**config.mk**
```make
export PLATFORM = sky130hd
export DESIGN_NAME = pt_walker
export DESIGN_NICKNAME = d
export VERILOG_FILES = /design/src/rtl/pt_walker_pkg.sv /design/src/rtl/pt_index_sel.sv /design/src/rtl/pt_entry_fmt.sv /design/src/rtl/pt_walk_ctrl.sv /design/src/rtl/pt_walker.sv
export SDC_FILE = /design/constraint.sdc
export NUM_CORES = 1
export LEC_CHECK = 0
export BUFFER_PORTS_ARGS = -buffer_cell sky130_fd_sc_hd__clkbuf_2
export CAP_MARGIN = 40
export CORE_ASPECT_RATIO = 1.5
export CORE_MARGIN = 5
export CORE_UTILIZATION = 50
export CTS_CLUSTER_DIAMETER = 50
export DETAILED_ROUTE_END_ITERATION = 12
export PLACE_DENSITY = 0.79
export SYNTH_ARGS = -nofsm -noshare
export SYNTH_HDL_FRONTEND = slang
export SYNTH_HIERARCHICAL = 1
export SYNTH_SLANG_ARGS = --single-unit
```
**constraint.sdc**
```tcl
create_clock -name clk -period 2.1 [get_ports clk]
set_input_delay 0.105 -clock clk [delete_from_list [all_inputs] [get_ports clk]]
set_output_delay 0.105 -clock clk [all_outputs]
set_load 0.05 [all_outputs]
```
**src/rtl/pt_walker_pkg.sv**
```systemverilog
package pt_walker_pkg;
  typedef enum logic [1:0] {
    W_IDLE  = 2'd0,
    W_ISSUE = 2'd1,
    W_WAIT  = 2'd2
  } walk_state_t;
endpackage

```
**src/rtl/pt_index_sel.sv**
```systemverilog
module pt_index_sel #(
  parameter int LEVELS = 3,
  parameter int IDX_W  = 10,
  parameter int OFF_W  = 12,
  parameter int LVL_W  = 2,
  localparam int VA_W  = LEVELS * IDX_W + OFF_W
) (
  input  logic [VA_W-1:0]  vaddr,
  input  logic [LVL_W-1:0] level,
  output logic [IDX_W-1:0] index
);
  logic [IDX_W-1:0] slice [LEVELS];

  // level 0 takes the most significant field
  for (genvar g = 0; g < LEVELS; g++) begin : g_slice
    assign slice[g] = vaddr[OFF_W + (LEVELS-1-g)*IDX_W +: IDX_W];
  end

  always_comb begin
    index = '0;
    for (int i = 0; i < LEVELS; i++) begin
      if (level == LVL_W'(i)) index = slice[i];
    end
  end
endmodule

```
**src/rtl/pt_entry_fmt.sv**
```systemverilog
module pt_entry_fmt #(
  parameter int IDX_W   = 10,
  parameter int OFF_W   = 12,
  parameter int FRAME_W = 20,
  localparam int PA_W   = FRAME_W + OFF_W,
  localparam int PAD_W  = OFF_W - IDX_W
) (
  input  logic [FRAME_W-1:0] base,
  input  logic [IDX_W-1:0]   index,
  input  logic [PA_W-1:0]    entry,
  output logic [PA_W-1:0]    entry_addr,
  output logic               present,
  output logic [FRAME_W-1:0] next_frame
);
  // entry byte address: table base plus index scaled by the entry size
  assign entry_addr = {base, index, {PAD_W{1'b0}}};
  assign present    = entry[0];
  assign next_frame = entry[PA_W-1:OFF_W];
endmodule

```
**src/rtl/pt_walk_ctrl.sv**
```systemverilog
module pt_walk_ctrl
  import pt_walker_pkg::*;
#(
  parameter int LEVELS = 3,
  parameter int LVL_W  = 2
) (
  input  logic             clk,
  input  logic             rst,
  input  logic             start,
  input  logic             rd_accept,
  input  logic             rsp_valid,
  input  logic             present,
  output logic             idle,
  output logic             rd_valid,
  output logic [LVL_W-1:0] level,
  output logic             step,
  output logic             finish_ok,
  output logic             finish_fault
);
  localparam logic [LVL_W-1:0] LAST = LVL_W'(LEVELS - 1);

  walk_state_t state;
  logic        rsp_here;

  assign rsp_here     = (state == W_WAIT) && rsp_valid;
  assign idle         = (state == W_IDLE);
  assign rd_valid     = (state == W_ISSUE);
  assign step         = rsp_here && present && (level != LAST);
  assign finish_ok    = rsp_here && present && (level == LAST);
  assign finish_fault = rsp_here && !present;

  always_ff @(posedge clk) begin
    if (rst) begin
      state <= W_IDLE;
      level <= '0;
    end else begin
      case (state)
        W_IDLE: if (start) begin
          state <= W_ISSUE;
          level <= '0;
        end
        W_ISSUE: if (rd_accept) state <= W_WAIT;
        W_WAIT: if (rsp_valid) begin
          if (step) begin
            level <= level + 1'b1;
            state <= W_ISSUE;
          end else begin
            state <= W_IDLE;
          end
        end
        default: state <= W_IDLE;
      endcase
    end
  end
endmodule

```
**src/rtl/pt_walker.sv**
```systemverilog
module pt_walker #(
  parameter int LEVELS  = 3,
  parameter int IDX_W   = 10,
  parameter int OFF_W   = 12,
  parameter int FRAME_W = 20,
  localparam int VA_W   = LEVELS * IDX_W + OFF_W,
  localparam int PA_W   = FRAME_W + OFF_W,
  localparam int LVL_W  = (LEVELS > 1) ? $clog2(LEVELS) : 1
) (
  input  logic               clk,
  input  logic               rst,
  input  logic               req_valid,
  output logic               req_ready,
  input  logic [VA_W-1:0]    req_vaddr,
  input  logic [FRAME_W-1:0] root_frame,
  output logic               mem_req_valid,
  input  logic               mem_req_ready,
  output logic [PA_W-1:0]    mem_req_addr,
  input  logic               mem_rsp_valid,
  input  logic [PA_W-1:0]    mem_rsp_data,
  output logic               done,
  output logic               fault,
  output logic [LVL_W-1:0]   fault_level,
  output logic [PA_W-1:0]    pa
);
  logic [VA_W-1:0]    va_q;
  logic [FRAME_W-1:0] base_q;
  logic [LVL_W-1:0]   level;
  logic [IDX_W-1:0]   index;
  logic               present;
  logic [FRAME_W-1:0] next_frame;
  logic               idle, start, step, finish_ok, finish_fault;

  assign start     = req_valid && idle;
  assign req_ready = idle;

  pt_walk_ctrl #(.LEVELS(LEVELS), .LVL_W(LVL_W)) u_ctrl (
    .clk          (clk),
    .rst          (rst),
    .start        (start),
    .rd_accept    (mem_req_ready),
    .rsp_valid    (mem_rsp_valid),
    .present      (present),
    .idle         (idle),
    .rd_valid     (mem_req_valid),
    .level        (level),
    .step         (step),
    .finish_ok    (finish_ok),
    .finish_fault (finish_fault)
  );

  pt_index_sel #(.LEVELS(LEVELS), .IDX_W(IDX_W), .OFF_W(OFF_W), .LVL_W(LVL_W)) u_idx (
    .vaddr (va_q),
    .level (level),
    .index (index)
  );

  pt_entry_fmt #(.IDX_W(IDX_W), .OFF_W(OFF_W), .FRAME_W(FRAME_W)) u_fmt (
    .base       (base_q),
    .index      (index),
    .entry      (mem_rsp_data),
    .entry_addr (mem_req_addr),
    .present    (present),
    .next_frame (next_frame)
  );

  always_ff @(posedge clk) begin
    if (rst) begin
      va_q        <= '0;
      base_q      <= '0;
      done        <= 1'b0;
      fault       <= 1'b0;
      fault_level <= '0;
      pa          <= '0;
    end else begin
      done <= finish_ok || finish_fault;
      if (start) begin
        va_q   <= req_vaddr;
        base_q <= root_frame;
      end
      if (step) base_q <= next_frame;
      if (finish_ok) begin
        pa          <= {next_frame, va_q[OFF_W-1:0]};
        fault       <= 1'b0;
        fault_level <= '0;
      end
      if (finish_fault) begin
        pa          <= '0;
        fault       <= 1'b1;
        fault_level <= level;
      end
    end
  end
endmodule

```
==> results_dict.tcl <==
set metrics [dict create \
    grt_pass1_wl_mm 20.4 \
    dr.pass1.iters 4 \
    fillers 907 \
    crit_path_end "base_q[2]$_SDFFE_PP0P_" \
    antenna_found_initial 0 \
    multi_input_area_um2 2500 \
    antennaDiodeCount 0 \
    max_stage_delay_ps 330 \
    ys_top_cells_by_area "dfxtp_1 38%, buf_4 8.5%, mux2i_1 7.8%, a21bo_1 6.9%, a2111oi_2 5.6%" \
    cp_num_cells 7 \
    status "complete, no violations" \
    crit_buf_inv 2 \
    clk_latency_ps 340 \
    hpwl_mm 8.57 \
    cts_buffer_depth 2 \
    synth_area_um2 5360 \
    cts_resized 0 \
    setup_viol 0 \
    drc 0 \
    place_ws_ps 219 \
    r2r_slack_ps 190 \
    final_common_cell "clkbuf_2" \
    seq_area_um2 2040 \
    synth_cells 537 \
    io_pins 169 \
    path_cells "inv_1 > ha_1 > nor2b_1 > nor3b_4 > buf_12 > and4bb_1 > a2111oi_2" \
    min_period_ps 1910 \
    initial_core_util 0.509 \
    crit_start "u_ctrl/level[0]$_SDFFE_PP0P_" \
    rows 46 \
    skew_ps 8.86 \
    ys_warn_count 6 \
    cts.clk_slew.worst_paths_ps 70 \
    grt-ovfl-total 0 \
    via_count 4141 \
    critPathArrivalTime_ps 2140 \
    htree_levels 3 \
    portBuffers 155 \
    drive_gt1_frac 0.384 \
    dieWidth_um 94.5 \
    first_global_vias 4193 \
    drtIter0Drc 97 \
    end_kind "flip-flop" \
    track_usage 0.197 \
    ant_nets 0 \
    critical_path_class "reg2reg" \
    synth_top_area_frac 0.381 \
    area_delta_synth_final_pct 16.1 \
    ys_seq_area_frac 0.381 \
    tns_ps 0 \
    ys_types 35 \
    power_density_nw_per_um2 768 \
    period_share 0.912 \
    slowest_stage "dfxtp_1" \
    fin_ws_ps 185 \
    drt_wl_total_mm 12.6 \
    max-vdd-ir-drop_uv 413 \
    max_cap_violations 0 \
    reg2reg_from "u_ctrl/level[0]$_SDFFE_PP0P_" \
    whs_ps 4.86 \
    hold_viol 0 \
    grt_max_degree 87 \
    grt_setup_unrepaired "no" \
    layout_common_cells "153 x clkbuf_2, 102 x dfxtp_1, 42 x mux2i_1, 42 x nand3_1, 38 x nor2_1" \
    instances_no_fill 779 \
    syn_avg_cell_area_um2 9.97 \
    layout.nets 730 \
    cts_buffers 9 \
    startpoint_type "flip-flop" \
    drv_slew 0 \
    wl_per_cell_um 16.1 \
    dpl.cell_count 744 \
    cp.required_ps 2330 \
    gp_congestion 0.766 \
    cp_max_fo 62 \
    cpLargestDelayFamily "simple AND/OR/NAND/NOR gates" \
    cts_tree "done" \
    r2r_cells 7 \
    fin_util 0.590 \
    yosysTopAreaCell "dfxtp_1" \
    fp.dieH_um 137 \
    cts_root_buf "clkbuf_16" \
    r2r_end "base_q[2]$_SDFFE_PP0P_" \
    cts_sinks 102 \
    p_leak_nw 2.55 \
    fmax_mhz 522 \
    vias_per_cell 5.32 \
    core-area_um2 10500 \
    ys_ff_latch 102 \
    dieArea_um2 12900 \
    hold_class "in2reg" \
]
state kept, by name (all words and copies together) (netlist names):
register,cells
va_q,42
pa,32
base_q,20
fault_level,2
u_ctrl/level,2
u_ctrl/state,2
done,1
fault,1
what timing repair did:
item,in CTS,in global routing
buffers inserted,0,0
hold endpoints to repair,17,2
hold buffers,17,2
routing by layer:
layer / vias up / track usage / share of wire
met3: 22 / 0.0314 / 0.049
met1: 1954 / 0.232 / 0.41
met2: 130 / 0.349 / 0.51
met4: 0 / 0.0891 / 0.026
met5: - / 0 / 0
li1: 2035 / - / -
cells by family after synthesis:
| logic type | synth area share |
|---|---|
| compound gates | 0.243 |
| buf+inv | 0.154 |
| simple gates | 0.133 |
| flops | 0.381 |
| mux | 0.0848 |
| fa+ha+maj | 0.00234 |
| other cells | 0.000700 |
synthesized netlist by cell type:
cell	n
o2bb2ai_1	10
nor2b_1	2
nor3b_4	1
a21oi_2	27
nand3_1	42
or3b_1	2
o221ai_1	1
nor4bb_1	10
o21ai_0	1
nand2_2	1
a2111oi_2	20
a21bo_1	37
nand2_1	3
conb_1	1
dfxtp_1	102
and2_1	1
and4bb_1	10
buf_2	28
ha_1	1
and2b_2	1
a21oi_1	19
or2_1	1
a21bo_2	5
buf_6	11
mux2i_1	42
buf_4	61
mux2_2	3
nor2_1	39
clkbuf_1	3
nand2b_1	1
nor3b_1	3
nor3_1	3
a211oi_1	20
inv_1	22
buf_1	3
report_power, final:
group	internal, mW	total [mW]	switching [mW]
Clock	0.856	1.62	0.766
Sequential	2.05	2.12	0.0690
Combinational	0.378	1.04	0.662
tightest hold or removal path: cells and delay by family:
family,cells,cell delay (ps)
compound gates,1,50
buf+inv,1,80
simple gates,1,70
final cells by class:
| cell class | count | share of cell area |
|---|---|---|
| multi-input combinational | 308 | 0.403 |
| tap | 144 | 0.0290 |
| sequential | 102 | 0.328 |
| clock buffer | 10 | 0.0384 |
| timing repair buffer | 187 | 0.180 |
| inverter | 22 | 0.0133 |
| clock inverter | 6 | 0.00825 |
worst min-delay path by stage:
stage                        from                      endpoint  slack, ps  cells past startpoint
finish              req_vaddr[17]         va_q[17]$_SDFFE_PP0P_          5                      3
floorplan                     rst  u_ctrl/state[0]$_SDFFE_PP0P_        180                      1
detailed placement  req_vaddr[27]         va_q[27]$_SDFFE_PP0P_        350                      3
global placement    req_vaddr[27]         va_q[27]$_SDFFE_PP0P_        350                      3
global route        req_vaddr[37]         va_q[37]$_SDFFE_PP0P_        0.2                      3
CTS                 req_vaddr[20]         va_q[20]$_SDFFE_PP0P_       0.09                      3
per-stage QoR:
stage	area, um^2	total power [mW]
after detailed placement	5740	3.17
after CTS	6200	4.82
final	6220	4.78
after floorplan	5370	3.07
after global placement	5740	3.13
after global routing	6220	5.01
Note: power is estimated with default switching activity, not from simulation.
